$ cat src/rtl/mclk_frac_div_pkg.sv
package mclk_frac_div_pkg;
  // control strobes handed from control to datapath
  typedef struct packed {
    logic       divOn;       // divided mode active
    logic       applyArmed;  // a pending ratio waits for the next wrap
    logic [1:0] srcSel;      // chosen source
  } fdCtl_t;
endpackage

$ cat src/rtl/mclk_frac_div_ctrl.sv
module mclk_frac_div_ctrl
  import mclk_frac_div_pkg::*;
#(
  parameter int FW = 8,
  parameter int DW = 12,
  parameter int SW = 2
) (
  input  logic          clk,
  input  logic          rstN,
  input  logic          ratioWr,
  input  logic [FW-1:0] ratioFract,
  input  logic [DW-1:0] ratioDiv,
  input  logic          cfgWr,
  input  logic [SW-1:0] cfgSel,
  input  logic          cfgDivOn,
  input  logic          wrapEv,
  output fdCtl_t        ctl,
  output logic [FW-1:0] actFract,
  output logic [DW-1:0] actDiv,
  output logic [FW-1:0] pendFract,
  output logic [DW-1:0] pendDiv,
  output logic          updBusy
);
  logic          divOn;
  logic [SW-1:0] sel;
  logic          ratioOk;
  logic          ratioTake;

  assign ratioOk   = DW'(ratioFract) <= ratioDiv;
  assign ratioTake = ratioWr && ratioOk && !updBusy;

  always_ff @(posedge clk or negedge rstN) begin
    if (!rstN) begin
      divOn <= 1'b0;
      sel   <= '0;
    end else if (cfgWr) begin
      divOn <= cfgDivOn;
      if (!divOn) sel <= cfgSel;
    end
  end

  always_ff @(posedge clk or negedge rstN) begin
    if (!rstN) begin
      pendFract <= '0;
      pendDiv   <= '0;
      actFract  <= '0;
      actDiv    <= '0;
      updBusy   <= 1'b0;
    end else if (ratioTake) begin
      pendFract <= ratioFract;
      pendDiv   <= ratioDiv;
      if (divOn) begin
        updBusy <= 1'b1;
      end else begin
        actFract <= ratioFract;
        actDiv   <= ratioDiv;
      end
    end else if (updBusy && (!divOn || wrapEv)) begin
      actFract <= pendFract;
      actDiv   <= pendDiv;
      updBusy  <= 1'b0;
    end
  end

  always_comb begin
    ctl.divOn      = divOn;
    ctl.applyArmed = updBusy;
    ctl.srcSel     = sel;
  end
endmodule

$ cat src/rtl/mclk_frac_div_dp.sv
module mclk_frac_div_dp
  import mclk_frac_div_pkg::*;
#(
  parameter int FW   = 8,
  parameter int DW   = 12,
  parameter int NSRC = 4,
  parameter int SW   = 2
) (
  input  logic            clk,
  input  logic            rstN,
  input  fdCtl_t          ctl,
  input  logic [NSRC-1:0] srcTick,
  input  logic [FW-1:0]   actFract,
  input  logic [DW-1:0]   actDiv,
  output logic            wrapEv,
  output logic            mclkTick
);
  localparam int AW = DW + 2;

  logic [NSRC-1:0] selHit;
  logic            tickSel;
  logic [AW-1:0]   acc;
  logic [AW-1:0]   sum;
  logic [AW-1:0]   period;

  for (genvar g = 0; g < NSRC; g++) begin : g_srcSel
    assign selHit[g] = srcTick[g] && (ctl.srcSel == SW'(g));
  end

  assign tickSel = |selHit;
  assign sum     = acc + AW'(actFract) + AW'(1);
  assign period  = AW'(actDiv) + AW'(1);
  assign wrapEv  = ctl.divOn && tickSel && (sum >= period);

  always_ff @(posedge clk or negedge rstN) begin
    if (!rstN) begin
      acc <= '0;
    end else if (!ctl.divOn) begin
      acc <= '0;
    end else if (tickSel) begin
      if (wrapEv) acc <= ctl.applyArmed ? '0 : sum - period;
      else        acc <= sum;
    end
  end

  always_ff @(posedge clk or negedge rstN) begin
    if (!rstN) mclkTick <= 1'b0;
    else       mclkTick <= ctl.divOn ? wrapEv : tickSel;
  end
endmodule

$ cat src/rtl/mclk_frac_div.sv
module mclk_frac_div
  import mclk_frac_div_pkg::*;
#(
  parameter int FW   = 8,
  parameter int DW   = 12,
  parameter int NSRC = 4,
  parameter int RDW  = 32,
  localparam int SW  = $clog2(NSRC)
) (
  input  logic            clk,
  input  logic            rstN,
  input  logic [NSRC-1:0] srcTick,
  input  logic            ratioWr,
  input  logic [FW-1:0]   ratioFract,
  input  logic [DW-1:0]   ratioDiv,
  input  logic            cfgWr,
  input  logic [SW-1:0]   cfgSel,
  input  logic            cfgDivOn,
  output logic            mclkTick,
  output logic            updBusy,
  output logic [SW-1:0]   selRd,
  output logic [RDW-1:0]  ratioRd
);
  fdCtl_t        ctl;
  logic          wrapEv;
  logic          divOnQ;
  logic [FW-1:0] actFract;
  logic [DW-1:0] actDiv;
  logic [FW-1:0] pendFract;
  logic [DW-1:0] pendDiv;

  mclk_frac_div_ctrl #(.FW(FW), .DW(DW), .SW(SW)) u_ctrl (
    .clk(clk), .rstN(rstN),
    .ratioWr(ratioWr), .ratioFract(ratioFract), .ratioDiv(ratioDiv),
    .cfgWr(cfgWr), .cfgSel(cfgSel), .cfgDivOn(cfgDivOn),
    .wrapEv(wrapEv), .ctl(ctl),
    .actFract(actFract), .actDiv(actDiv),
    .pendFract(pendFract), .pendDiv(pendDiv),
    .updBusy(updBusy)
  );

  mclk_frac_div_dp #(.FW(FW), .DW(DW), .NSRC(NSRC), .SW(SW)) u_dp (
    .clk(clk), .rstN(rstN), .ctl(ctl), .srcTick(srcTick),
    .actFract(actFract), .actDiv(actDiv),
    .wrapEv(wrapEv), .mclkTick(mclkTick)
  );

  assign divOnQ  = ctl.divOn;
  assign selRd   = ctl.srcSel;
  assign ratioRd = RDW'({pendFract, pendDiv});
endmodule

$ cat config.mk
export PLATFORM = sky130hd
export DESIGN_NAME = mclk_frac_div
export DESIGN_NICKNAME = d
export VERILOG_FILES = /design/src/rtl/mclk_frac_div_pkg.sv /design/src/rtl/mclk_frac_div_ctrl.sv /design/src/rtl/mclk_frac_div_dp.sv /design/src/rtl/mclk_frac_div.sv
export SDC_FILE = /design/constraint.sdc
export NUM_CORES = 1
export LEC_CHECK = 0
export BUFFER_PORTS_ARGS = -buffer_cell sky130_fd_sc_hd__buf_2
export CAP_MARGIN = 20
export CORE_MARGIN = 5
export CORE_UTILIZATION = 50
export DETAILED_ROUTE_END_ITERATION = 6
export PLACE_DENSITY = 0.76
export SLEW_MARGIN = 40
export SYNTH_ARGS = -nofsm -noshare
export SYNTH_HDL_FRONTEND = slang
export SYNTH_SLANG_ARGS = --single-unit
$ cat constraint.sdc
create_clock -name clk -period 9.26 [get_ports clk]
set_input_delay 0.463 -clock clk [delete_from_list [all_inputs] [get_ports clk]]
set_output_delay 0.463 -clock clk [all_outputs]
set_load 0.01 [all_outputs]
==> flow_summary.ini <==
[route]
ant_nets = 0
wl_microns = 9069
drc = 0
drtIter0Drc = 220
viasPerCell = 5.469
vias = 3123
wl_per_cell_microns = 15.88
drt_first_pass_iters = 4

[floorplanning]
initial_core_util = 0.5163
std_cell_rows = 32
dieArea_sq_um = 9911
fp.coreArea_sq_um = 7767
die_h_microns = 99.56
die_width_microns = 99.56
ioPinCount = 67

[logic_synthesis]
synthArstFlopShare = 1.000
synthTopCellsByArea = dfrtp_1 37%, ha_1 9.4%, mux2_2 5.9%
synth-main-ff-cell = dfrtp_1
seq_area_frac_synth = 0.3682
synth_top_area_frac = 0.3682
synth_compound_area_frac = 0.1535
synth_warnings = 0
synth_edf_count = 0
synth_area_per_cell_sq_um = 9.901
synthSimpleGateAreaFrac = 0.1385
muxShareOfSynthArea = 0.1120
ys_types = 58
yosys.area_share.xor_xnor = 0.06334
yosysMostFrequentCell = dfrtp_1
synth_seq_cells = 59
synth_fa_ha_area_frac = 0.1036
synth_top_family_by_area = compound AO/OA/AOI/OAI gates
ys_top_cells_by_count = 59 x dfrtp_1, 30 x ha_1, 30 x nand2_1
synthesis.area_sq_um = 4010
synth_top_area_cell = dfrtp_1
synth_cells = 405

[clock_tree]
numCtsBuffers = 9
cts_tree = yes
ctsHoldBuffers = 0
clockRootBuffer = clkbuf_8
path_clk_slew_ns = 0.07
clkLatencyLatePin_ns = 0.34
cts.repair.resized = 0
htree_levels = 3
cts.sinks = 59
clock_path_buffers = 2
post_cts_buffers = 0

[sta]
rsz0062_at_grt = no
period_share = 0.5276
setup_tns_ns = 0
finalHoldViolations = 0
fmax_mhz = 204.7
worst_slew_pin_slew_ns = 0.6165
finalSetupViolCount = 0
slew_headroom = 0.5859
post-route-min-period_ns = 4.885
whs_ns = 0.1792
clock_skew_ns = 0.009892
drv_slew = 0

[global_routing]
grt_pass1_wl_microns = 15220
grt_pass1_vias = 3135
grt.total_usage = 0.1924
antenna_found_initial = 0
overflow = 0
grt_max_degree = 60

[setup_path]
r2r_cells = 19
rr_startpoint = u_ctrl.actFract[0]$_DFFE_PN0P_
worstSetupPathType = reg -> reg
rr_endpoint = u_dp.acc[9]$_DFFE_PN0P_
crit_fanout = 12
crit_path_end_kind = flop
crit_chain = inv_1, ha_1, inv_1, fa_1, a21oi_1, nor2b_1, o31a_1, o41ai_2, nor2_1, xor2_1, ha_1, o21ai_0, a21oi_1, a221oi_1, a21boi_1, nor4_4, and3_1, a21oi_1, o21ai_0
required_ns = 9.51
cpMaxStageDelayCell = nor4_4
cpPeakStageDelay_ns = 0.57
cp.arrival_ns = 5.14
cp-start-kind = flop
regToRegSetupSlack_ns = 4.37
cp_common_cell = a21oi_1

[final_layout]
nets = 528
syn_to_final_growth_pct = 13.60
fillCellCount = 695
drive_gt1_frac = 0.2516
final_cell_area_sq_um = 4556
layoutNonFillerInstCount = 571
diodes = 0

[placement]
hpwl_microns = 7014
placed_cells = 556
postPlaceCellArea_sq_um = 4340
io_buffer_count = 54
gp_congestion = 0.9733

[power]
power_density_nw_per_um2 = 402.6
total_power_uw = 1834
p_leak_uw = 0.002113
ir_worst_vdd_v = 0.0002639

[hold_path]
min_path_type = in -> async

[run_status]
status = finished clean

[run]
maxCapViolations = 0
-- critical path, delay by kind of cell, from the launching register on --
kind,cells,cell delay [ns]
flip-flops,1,0.36
adder cells (fa/ha/maj),3,0.94
XOR/XNOR,1,0.18
AO/OA/AOI/OAI,9,1.87
buffers and inverters,2,0.13
AND/OR/NAND/NOR,4,1.32
-- area by class of cell --
| cell class | instances | area, sq um | area share |
|---|---|---|---|
| Clock inverter | 3 | 46.29 | 0.01016 |
| Clock buffer | 12 | 165.2 | 0.03625 |
| Tap cell | 102 | 127.6 | 0.02801 |
| Inverter | 27 | 101.3 | 0.02225 |
| Sequential cell | 59 | 1476 | 0.3241 |
| Timing Repair Buffer | 58 | 304.0 | 0.06674 |
| Multi-Input combinational cell | 310 | 2335 | 0.5125 |
-- layout by cell type (no fill, tap or decap), drive strengths merged, types with 2 or more instances in the layout --
master	count
clkbuf	12
a21boi	2
o221ai	3
a21o	3
nand3	11
o41ai	2
o31ai	2
o21a	5
nor2	27
nand3b	2
a21oi	22
and3	6
dfrtp	59
nor3	9
ha	30
nor4	2
a221o	2
inv	27
o31a	2
o21ai	33
conb	12
nand4	4
xnor2	18
xor2	11
fa	2
nand2	30
and2	2
a211oi	3
mux2	33
nor2b	10
buf	58
a22oi	6
-- power breakdown --
| group | internal [uW] | switching (uW) |
|---|---|---|
| combinational | 508 | 654 |
| sequential | 348 | 74.4 |
| clock | 145 | 104 |
| total | 1000 | 833 |
-- cell families (layout without fill, tap and decap cells) --
kind of cell | count (synthesis) | count (layout)
xor gates and xnor gates | 29 | 29
buffers and inverters | 47 | 100
other | 1 | 12
and+or+nand+nor | 109 | 109
DFF | 59 | 59
adders and majority gates | 32 | 32
muxes | 35 | 35
AOI/OAI and AO/OA | 93 | 93
-- stage by stage --
stage	setup WS (ns)	utilization
3_3_place_gp	4.634	0.5578
3_5_place_dp	4.436	0.5588
6_report	4.375	0.5865
5_1_grt	3.980	0.5865
2_1_floorplan	5.022	-
4_1_cts	4.390	0.5860
-- registers in the layout, indices dropped and copies added (netlist names) --
register	cells
u_ctrl.sel	2
u_ctrl.updBusy	1
u_dp.acc	14
u_ctrl.pendDiv	12
u_ctrl.actDiv	12
u_ctrl.pendFract	8
u_ctrl.divOn	1
u_dp.mclkTick	1
u_ctrl.actFract	8
-- worst max-delay path by stage --
stage                     depth (start not counted)                            to                            from
after detailed placement                         19       u_dp.acc[9]$_DFFE_PN0P_         u_dp.acc[0]$_DFFE_PN0P_
after floorplan                                  19  u_ctrl.actDiv[1]$_DFFE_PN0P_  u_ctrl.actFract[0]$_DFFE_PN0P_
after global placement                           19       u_dp.acc[9]$_DFFE_PN0P_  u_ctrl.actFract[0]$_DFFE_PN0P_
final                                            19       u_dp.acc[9]$_DFFE_PN0P_  u_ctrl.actFract[0]$_DFFE_PN0P_
after CTS                                        19       u_dp.acc[9]$_DFFE_PN0P_  u_ctrl.actFract[0]$_DFFE_PN0P_
after global routing                             19       u_dp.acc[9]$_DFFE_PN0P_  u_ctrl.actFract[0]$_DFFE_PN0P_
-- metal layers --
layer / track usage / wire length, microns / up-vias
li1: - / - / 1537
met1: 0.2467 / 3999 / 1487
met2: 0.3146 / 4438 / 79
met3: 0.02735 / 355 / 20
met4: 0.1019 / 276 / 0
met5: 0 / 0 / -
Power figures use the tool's default switching activity.
